[config.mk]
export PLATFORM = sky130hd
export DESIGN_NAME = packed_slot_seq
export DESIGN_NICKNAME = d
export VERILOG_FILES = /design/src/rtl/slotseq_pkg.sv /design/src/rtl/slot_field_mux.sv /design/src/rtl/op_halt_decode.sv /design/src/rtl/slot_shifter.sv /design/src/rtl/packed_slot_seq.sv
export SDC_FILE = /design/constraint.sdc
export NUM_CORES = 1
export LEC_CHECK = 0
export BUFFER_PORTS_ARGS = -buffer_cell sky130_fd_sc_hd__buf_2
export CAP_MARGIN = 20
export CORE_MARGIN = 5
export CORE_UTILIZATION = 48
export CTS_CLUSTER_SIZE = 30
export DETAILED_ROUTE_END_ITERATION = 16
export MAX_ROUTING_LAYER = met4
export PLACE_DENSITY_LB_ADDON = 0.1
export SETUP_SLACK_MARGIN = 0.2
export SYNTH_ARGS = -nofsm -noshare
export SYNTH_HDL_FRONTEND = slang
export SYNTH_HIERARCHICAL = 1
export SYNTH_SLANG_ARGS = --single-unit
[constraint.sdc]
create_clock -name clk -period 1.3 [get_ports clk]
set_input_delay 0.065 -clock clk [delete_from_list [all_inputs] [get_ports clk]]
set_output_delay 0.065 -clock clk [all_outputs]
set_load 0.005 [all_outputs]
[src/rtl/slotseq_pkg.sv]
`timescale 1ns/1ps
package slotseq_pkg;

   // Opcode groups, decoded from the two top opcode bits.
   typedef enum logic [1:0] {
      OPG_FLOW  = 2'b00,
      OPG_MEM   = 2'b01,
      OPG_ARITH = 2'b10,
      OPG_STACK = 2'b11
   } op_group_e;

   // Field selection variants for the slot multiplexer.
   localparam int MUX_ANDOR    = 0;
   localparam int MUX_PRIORITY = 1;

   function automatic op_group_e group_of(input logic [1:0] top_bits);
      return op_group_e'(top_bits);
   endfunction

   function automatic logic group_halts(input op_group_e g);
      return (g == OPG_FLOW) || (g == OPG_MEM);
   endfunction

endpackage

[src/rtl/slot_field_mux.sv]
`timescale 1ns/1ps
module slot_field_mux
   import slotseq_pkg::*;
#(
   parameter int WORD_W    = 18,
   parameter int OP_W      = 5,
   parameter int SLOTS     = 3,
   parameter int MUX_STYLE = MUX_ANDOR
) (
   input  logic [WORD_W-1:0] word_i,
   input  logic [SLOTS-1:0]  sel_i,
   output logic [OP_W-1:0]   op_o
);

   logic [OP_W-1:0] fld [SLOTS];

   // Slot k sits k fields below the top of the word.
   for (genvar k = 0; k < SLOTS; k++) begin : g_fld
      assign fld[k] = word_i[WORD_W-1-k*OP_W -: OP_W];
   end

   if (MUX_STYLE == MUX_ANDOR) begin : g_andor
      always_comb begin
         op_o = '0;
         for (int k = 0; k < SLOTS; k++) begin
            op_o = op_o | (fld[k] & {OP_W{sel_i[k]}});
         end
      end
   end else if (MUX_STYLE == MUX_PRIORITY) begin : g_prio
      always_comb begin
         op_o = '0;
         for (int k = 0; k < SLOTS; k++) begin
            if (sel_i[k]) op_o = fld[k];
         end
      end
   end else begin : g_bad_style
      $error("slot_field_mux: unknown MUX_STYLE");
   end

endmodule

[src/rtl/op_halt_decode.sv]
`timescale 1ns/1ps
module op_halt_decode
   import slotseq_pkg::*;
#(
   parameter int OP_W = 5
) (
   input  logic [OP_W-1:0] op_i,
   output op_group_e       grp_o,
   output logic            halt_o
);

   if (OP_W < 2) begin : g_bad_w
      $error("op_halt_decode: OP_W must be at least 2");
   end

   assign grp_o  = group_of(op_i[OP_W-1 -: 2]);
   assign halt_o = group_halts(grp_o);

endmodule

[src/rtl/slot_shifter.sv]
`timescale 1ns/1ps
module slot_shifter #(
   parameter int SLOTS = 3
) (
   input  logic             clk,
   input  logic             rst_n,
   input  logic             load_i,
   input  logic             stop_i,
   output logic [SLOTS-1:0] slot_o
);

   localparam logic [SLOTS-1:0] FIRST = SLOTS'(1);

   logic [SLOTS-1:0] slot_q;
   logic [SLOTS-1:0] slot_d;
   logic             last_c;

   assign last_c = slot_q[SLOTS-1];

   always_comb begin
      slot_d = slot_q;
      if (load_i)                     slot_d = FIRST;
      else if (stop_i || last_c)      slot_d = '0;
      else                            slot_d = slot_q << 1;
   end

   always_ff @(posedge clk) begin
      if (!rst_n) slot_q <= '0;
      else        slot_q <= slot_d;
   end

   assign slot_o = slot_q;


   slot_onehot_chk: assert property (@(posedge clk) disable iff (!rst_n)
      $onehot0(slot_q));


   slot_tail_clear_chk: assert property (@(posedge clk) disable iff (!rst_n)
      (last_c && !load_i) |=> (slot_q == '0));

endmodule

[src/rtl/packed_slot_seq.sv]
`timescale 1ns/1ps
module packed_slot_seq
   import slotseq_pkg::*;
#(
   parameter int WORD_W    = 18,
   parameter int OP_W      = 5,
   parameter int SLOTS     = 3,
   parameter int MUX_STYLE = MUX_ANDOR
) (
   input  logic              clk,
   input  logic              rst_n,
   input  logic              word_rdy,
   input  logic [WORD_W-1:0] word_in,
   output logic [OP_W-1:0]   op_out,
   output logic              op_vld,
   output logic              fetch_req
);

   localparam int USED_W = SLOTS * OP_W;

   if (SLOTS < 1) begin : g_bad_slots
      $error("packed_slot_seq: SLOTS must be at least 1");
   end
   if (USED_W > WORD_W) begin : g_bad_fit
      $error("packed_slot_seq: slots do not fit in the word");
   end

   logic [WORD_W-1:0] word_q;
   logic [SLOTS-1:0]  slot_q;
   logic [OP_W-1:0]   op_c;
   op_group_e         grp_c;
   logic              halt_c;
   logic              issue_c;
   logic              final_c;

   always_ff @(posedge clk) begin
      if (!rst_n)        word_q <= '0;
      else if (word_rdy) word_q <= word_in;
   end

   slot_shifter #(.SLOTS(SLOTS)) u_shift (
      .clk    (clk),
      .rst_n  (rst_n),
      .load_i (word_rdy),
      .stop_i (halt_c),
      .slot_o (slot_q)
   );

   slot_field_mux #(
      .WORD_W(WORD_W), .OP_W(OP_W), .SLOTS(SLOTS), .MUX_STYLE(MUX_STYLE)
   ) u_mux (
      .word_i (word_q),
      .sel_i  (slot_q),
      .op_o   (op_c)
   );

   op_halt_decode #(.OP_W(OP_W)) u_dec (
      .op_i   (op_c),
      .grp_o  (grp_c),
      .halt_o (halt_c)
   );

   assign issue_c   = |slot_q;
   assign final_c   = halt_c || slot_q[SLOTS-1];
   assign op_out    = op_c;
   assign op_vld    = issue_c;
   assign fetch_req = !issue_c || final_c;


   rdy_first_slot_chk: assert property (@(posedge clk) disable iff (!rst_n)
      word_rdy |=> (op_vld && op_out == $past(word_in[WORD_W-1 -: OP_W])));


   halt_on_op_chk: assert property (@(posedge clk) disable iff (!rst_n)
      (op_vld && grp_c inside {OPG_FLOW, OPG_MEM} && !word_rdy) |=> !op_vld);


   advance_chk: assert property (@(posedge clk) disable iff (!rst_n)
      (op_vld && !fetch_req && !word_rdy) |=> op_vld);


   idle_hold_chk: assert property (@(posedge clk) disable iff (!rst_n)
      (!op_vld && !word_rdy) |=> (!op_vld && fetch_req));


   idle_zero_chk: assert property (@(posedge clk) disable iff (!rst_n)
      !op_vld |-> (op_out == '0));

endmodule

==> flow_metrics.env, run 1 <==
export IMPL_die_w_um=49.8
export IMPL_cts_htree_levels=1
export IMPL_syn_inst=69
export IMPL_min_period_over_period_pct=113
export IMPL_grt_overflow=0
export IMPL_crit_arrival_ns=1.66
export IMPL_place_worst_setup_slack_ns=0.146
export IMPL_totalWireLength_mm=1.67
export IMPL_io_pins=28
export IMPL_fp_dieH_um=49.8
export IMPL_r2r_cells=8
export IMPL_worstMarginPinSlew_ns=0.515
export IMPL_hold_class="in2reg"
export IMPL_grt_pass1_vias=621
export IMPL_via_per_inst=5.09
export IMPL_critPathMaxStageDelay_ns=0.36
export IMPL_clk_latency_ns=0.29
export IMPL_grt_max_degree=18
export IMPL_antenna_left=0
export IMPL_clock_sinks=18
export IMPL_maxSlewViolCount=0
export IMPL_fmax_mhz=679
export IMPL_initial_core_util_pct=50.6
export IMPL_port_buffers=24
export IMPL_drt_iter0_drc=14
export IMPL_setup_ws_ns=-0.173
export IMPL_drc_errors=0
export IMPL_area_delta_synth_final_pct=28.7
export IMPL_synthesis_nets=90
export IMPL_cts_buffers=3
export IMPL_violations="setup timing"
export IMPL_vias=590
export IMPL_synth_area_um2=762
export IMPL_timing_critical_path_from="u_shift/slot_o[0]"
export IMPL_max_vdd_ir_drop_mv=0.704
export IMPL_path_max_fanout=2
export IMPL_whs_path_depth=3
export IMPL_antenna_found_initial=0
export IMPL_cpMaxStageDelayCell="dfxtp_4"
export IMPL_route_met3_wl_um=76
export IMPL_relSlewSlack_pct=65.6
export IMPL_hp_start="word_in[5]"
export IMPL_cts_buffer_depth=2
export IMPL_fin_skew_ns=0.00272
export IMPL_path_common_cell="buf_6"
export IMPL_hold_buffers=0
export IMPL_status="finished with violations"
export IMPL_r2r_end="u_shift/slot_o[1]"
export IMPL_rsz0062_at_grt="true"
export IMPL_r2r_slack_ns=-0.17
export IMPL_antenna_cells=0
export IMPL_track_usage_pct=14.6
export IMPL_dp_cells=108
export IMPL_r2r_start="u_shift/slot_o[0]"
export IMPL_routedLengthMet1_um=783
export IMPL_fillers=130
export IMPL_final_layout_size_suffix_gt1_share_pct=41.0
export IMPL_coreArea_um2=1510
export IMPL_dieArea_um2=2480
export IMPL_nNetsFinal=123
export IMPL_num_rows=14
export IMPL_tritoncts="built"
export IMPL_hold_viol=0
export IMPL_grt_pass1_wl_mm=2.68
export IMPL_worstSetupPathType="reg2reg"
export IMPL_clockRootBuffer="clkbuf_4"
export IMPL_crit_chain="a222oi_1 -> inv_1 -> inv_2 -> buf_6 -> buf_6 -> buf_6 -> nor4b_4 -> and2_1"
export IMPL_startpoint_type="flop"
export IMPL_worstPathRequired_ns=1.48
export IMPL_syn_area_per_cell_um2=11.0
export IMPL_hold_end="word_q[5]"
export IMPL_layout_min_cycle_time_ns=1.47
export IMPL_firstDrtPassIters=5
export IMPL_place_gp_congestion=0.691
export IMPL_layoutNonFillerInstCount=116
export IMPL_power_leakage_nw=0.500
export IMPL_cp_end_kind="flop"
export IMPL_hpwlAfterDp_mm=1.10
export IMPL_path_clk_slew_ns=0.10
export IMPL_power_density_nw_per_um2=1010
export IMPL_p_total_uw=991
export IMPL_routedWlPerCell_um=14.4
export IMPL_route_met2_wl_um=799
export IMPL_setup_violations=9
export IMPL_highest_layer="met4"
export IMPL_ys_warn_count=6
export IMPL_maxCapViolations=0
-- worst max path at each step --
stage	end	slack, ns	depth (start not counted)
after floorplan	u_shift/slot_o[1]	0.20	5
after global placement	u_shift/slot_o[1]	0.16	5
after global routing	fetch_req	-0.26	6
after detailed placement	u_shift/slot_o[1]	0.15	5
after CTS	fetch_req	-0.10	6
final	u_shift/slot_o[1]	-0.17	8
-- cell type report --
cell class / instances / area [µm²] / area share (%)
clock buffers: 3 / 22.5 / 2.30
inverters: 6 / 22.5 / 2.30
multi-input cells: 42 / 353 / 36.0
flip-flops and latches: 18 / 368 / 37.5
well taps: 16 / 20.0 / 2.04
repair buffers: 31 / 195 / 19.9
-- placed cells by master, fill, tap and decap left out --
cell / instances
a222oi_1: 5
and2_1: 2
and2_2: 1
buf_2: 24
buf_4: 1
buf_6: 6
clkbuf_4: 3
dfxtp_1: 14
dfxtp_2: 3
dfxtp_4: 1
inv_1: 5
inv_2: 1
mux2i_1: 15
nor2_1: 1
nor2b_1: 15
nor4b_4: 1
o21ai_1: 1
or3_1: 1
-- per-layer routing --
layer	up-vias	track usage, %
li1	302	-
met1	270	16.6
met2	16	23.5
met3	2	3.31
met5	-	-
met4	0	7.86
-- registers in the layout (all words and copies together) (netlist names) --
register / flops
u_shift/slot_o: 3
word_q: 15
-- worst max-delay path, delay by kind of cell, from the launching register on --
family                 cells  cell delay [ns]
DFF                        1             0.36
and+or+nand+nor            2             0.21
AOI/OAI and AO/OA          1             0.32
buffers and inverters      5             0.48
-- what timing repair did --
item	4_1_cts	5_1_grt
hold endpoints to repair	0	0
pin swaps	2	8
buffers inserted	4	1
resized for setup	2	10
setup endpoints to repair	9	9
-- stage by stage --
step	hold WS (ns)	utilization [%]	cell area, µm²	setup TNS [ns]
after CTS	0.0243	62.3	938	-0.571
after global routing	0.0384	65.1	981	-1.57
final	0.0265	65.1	981	-0.815
after floorplan	0.193	-	763	0
after global placement	0.321	58.6	883	0
after detailed placement	0.329	58.6	883	0
-- where the power goes --
group          internal [mW]  switching (mW)  total [mW]
registers              0.580          0.0173       0.597
clock network          0.108           0.165       0.272
logic                 0.0705          0.0503       0.121
total                  0.758           0.232       0.991
Power figures use the tool's default switching activity.
==> run 2, diff against run 1 <==
Settings changed: CORE_UTILIZATION 48 to 42, GPL_TIMING_DRIVEN from default to 1.
==> flow_metrics.env, run 2 (synthesized netlist as in run 1, its figures left out) <==
export IMPL_use_met3_pct=4.27
export IMPL_fin_skew_ns=0.00245
export IMPL_regMostFlops="word_q"
export IMPL_power_density_nw_per_um2=1000
export IMPL_antenna_cells=0
export IMPL_cp_end_kind="output pin"
export IMPL_worstSetupPathType="reg2out"
export IMPL_hold_end="word_q[17]"
export IMPL_hold_viol=0
export IMPL_finalSetupTns_ns=-0.176
export IMPL_fmax_mhz=724
export IMPL_dieArea_um2=2770
export IMPL_num_rows=15
export IMPL_largest_reg_flops=15
export IMPL_track_usage_pct=12.8
export IMPL_path_clk_slew_ns=0.09
export IMPL_maxCapViolations=0
export IMPL_port_buffers=24
export IMPL_layout_min_cycle_time_ns=1.38
export IMPL_cpMaxStageDelayCell="dfxtp_2"
export IMPL_grt_busiest_layer="met2"
export IMPL_worstPathRequired_ns=1.24
export IMPL_whs_path_depth=3
export IMPL_min_period_over_period_pct=106
export IMPL_clockRootBuffer="clkbuf_4"
export IMPL_relSlewSlack_pct=68.5
export IMPL_hold_class="in2reg"
export IMPL_maxSlewViolCount=0
export IMPL_grt_pass1_wl_mm=2.57
export IMPL_io_pins=28
export IMPL_drt_iter0_drc=19
export IMPL_antenna_found_initial=0
export IMPL_fp_dieH_um=52.6
export IMPL_status="finished with violations"
export IMPL_grt_overflow=0
export IMPL_path_max_fanout=2
export IMPL_crit_chain="a222oi_1 -> inv_1 -> inv_2 -> nor2_1 -> o21ai_1 -> buf_2"
export IMPL_cts_htree_levels=1
export IMPL_r2r_end="u_shift/slot_o[2]"
export IMPL_routedWlPerCell_um=12.0
export IMPL_nNetsFinal=123
export IMPL_fillers=170
export IMPL_place_gp_congestion=0.670
export IMPL_final_layout_size_suffix_gt1_share_pct=41.0
export IMPL_hp_start="word_in[17]"
export IMPL_clock_sinks=18
export IMPL_r2r_start="u_shift/slot_o[0]"
export IMPL_setup_ws_ns=-0.0809
export IMPL_cts_buffers=3
export IMPL_final_common_cell="buf_2"
export IMPL_rsz0062_at_grt="true"
export IMPL_initial_core_util_pct=44.1
export IMPL_coreArea_um2=1730
export IMPL_antenna_left=0
export IMPL_path_buf_inv=3
export IMPL_startpoint_type="flop"
export IMPL_area_delta_synth_final_pct=27.3
export IMPL_firstDrtPassIters=7
export IMPL_totalWireLength_mm=1.50
export IMPL_power_leakage_nw=0.493
export IMPL_worstMarginPinSlew_ns=0.473
export IMPL_violations="setup timing"
export IMPL_die_w_um=52.6
export IMPL_max_vdd_ir_drop_mv=0.543
export IMPL_drc_errors=0
export IMPL_setup_violations=4
export IMPL_final_cell_mix="buf_2 (24), mux2i_1 (15), nor2b_1 (15)"
export IMPL_r2r_slack_ns=0.01
export IMPL_cts_buffer_depth=2
export IMPL_critPathMaxStageDelay_ns=0.33
export IMPL_via_per_inst=4.62
export IMPL_tritoncts="built"
export IMPL_hpwlAfterDp_mm=1.09
export IMPL_r2r_cells=7
export IMPL_crit_arrival_ns=1.32
export IMPL_clk_latency_ns=0.28
export IMPL_grt_use_met2_pct=18.2
export IMPL_hold_buffers=0
export IMPL_grtUsageMet1_pct=17.0
export IMPL_p_total_uw=971
export IMPL_grt_max_degree=18
export IMPL_grt_pass1_vias=572
export IMPL_vias=578
export IMPL_critPathTopFamily="compound AO/OA/AOI/OAI gates"
## run 2: how the worst max path moves through the flow
stage                            from                 to  slack (ns)  depth (start not counted)
finish              u_shift/slot_o[0]          fetch_req       -0.08                          6
global route        u_shift/slot_o[0]          fetch_req       -0.18                          6
CTS                        word_q[17]          fetch_req       -0.10                          6
detailed placement  u_shift/slot_o[0]  u_shift/slot_o[2]        0.17                          5
global placement    u_shift/slot_o[0]  u_shift/slot_o[2]        0.20                          5
floorplan           u_shift/slot_o[0]  u_shift/slot_o[1]        0.20                          5
## run 2: routing by layer
metal | up-vias | routed length, µm
met1 | 253 | 724
met4 | 0 | 12
met5 | - | 0
met3 | 2 | 123
met2 | 18 | 639
li1 | 305 | -
## run 2: worst min-delay path, cell delays in order
cell and delay [ns]:
buf_2 0.07, mux2i_1 0.05, nor2b_1 0.09
## run 2: timing repair
action / CTS / global route
setup buffers: 3 / 1
endpoints found under the hold margin: 0 / 0
resized for setup: 7 / 0
setup endpoints to repair: 9 / 9
pin swaps: 6 / 2
## run 2: layout make-up
cell class / instances / area [µm²] / area share (%)
Sequential cell: 18 / 365 / 37.7
Multi-Input combinational cell: 42 / 344 / 35.5
Timing Repair Buffer: 31 / 184 / 19.0
Tap cell: 25 / 31.3 / 3.23
Clock buffer: 3 / 22.5 / 2.32
Inverter: 6 / 22.5 / 2.32
## run 2: power by group
| part | internal, mW | switching, mW | total [mW] |
|---|---|---|---|
| clock network | 0.107 | 0.151 | 0.258 |
| logic | 0.0680 | 0.0477 | 0.116 |
| registers | 0.581 | 0.0154 | 0.597 |
| total | 0.757 | 0.214 | 0.971 |
## run 2: stage by stage
stage | util [%] | hold WS (ns) | std cells | setup slack, ns | area [µm²]
floorplan | - | 0.193 | 69 | 0.201 | 763
global placement | 52.2 | 0.320 | 118 | 0.201 | 902
detailed placement | 52.2 | 0.333 | 118 | 0.175 | 902
CTS | 55.7 | 0.0277 | 124 | -0.103 | 962
global route | 56.2 | 0.0300 | 125 | -0.185 | 970
finish | 56.2 | 0.0396 | 125 | -0.0809 | 970
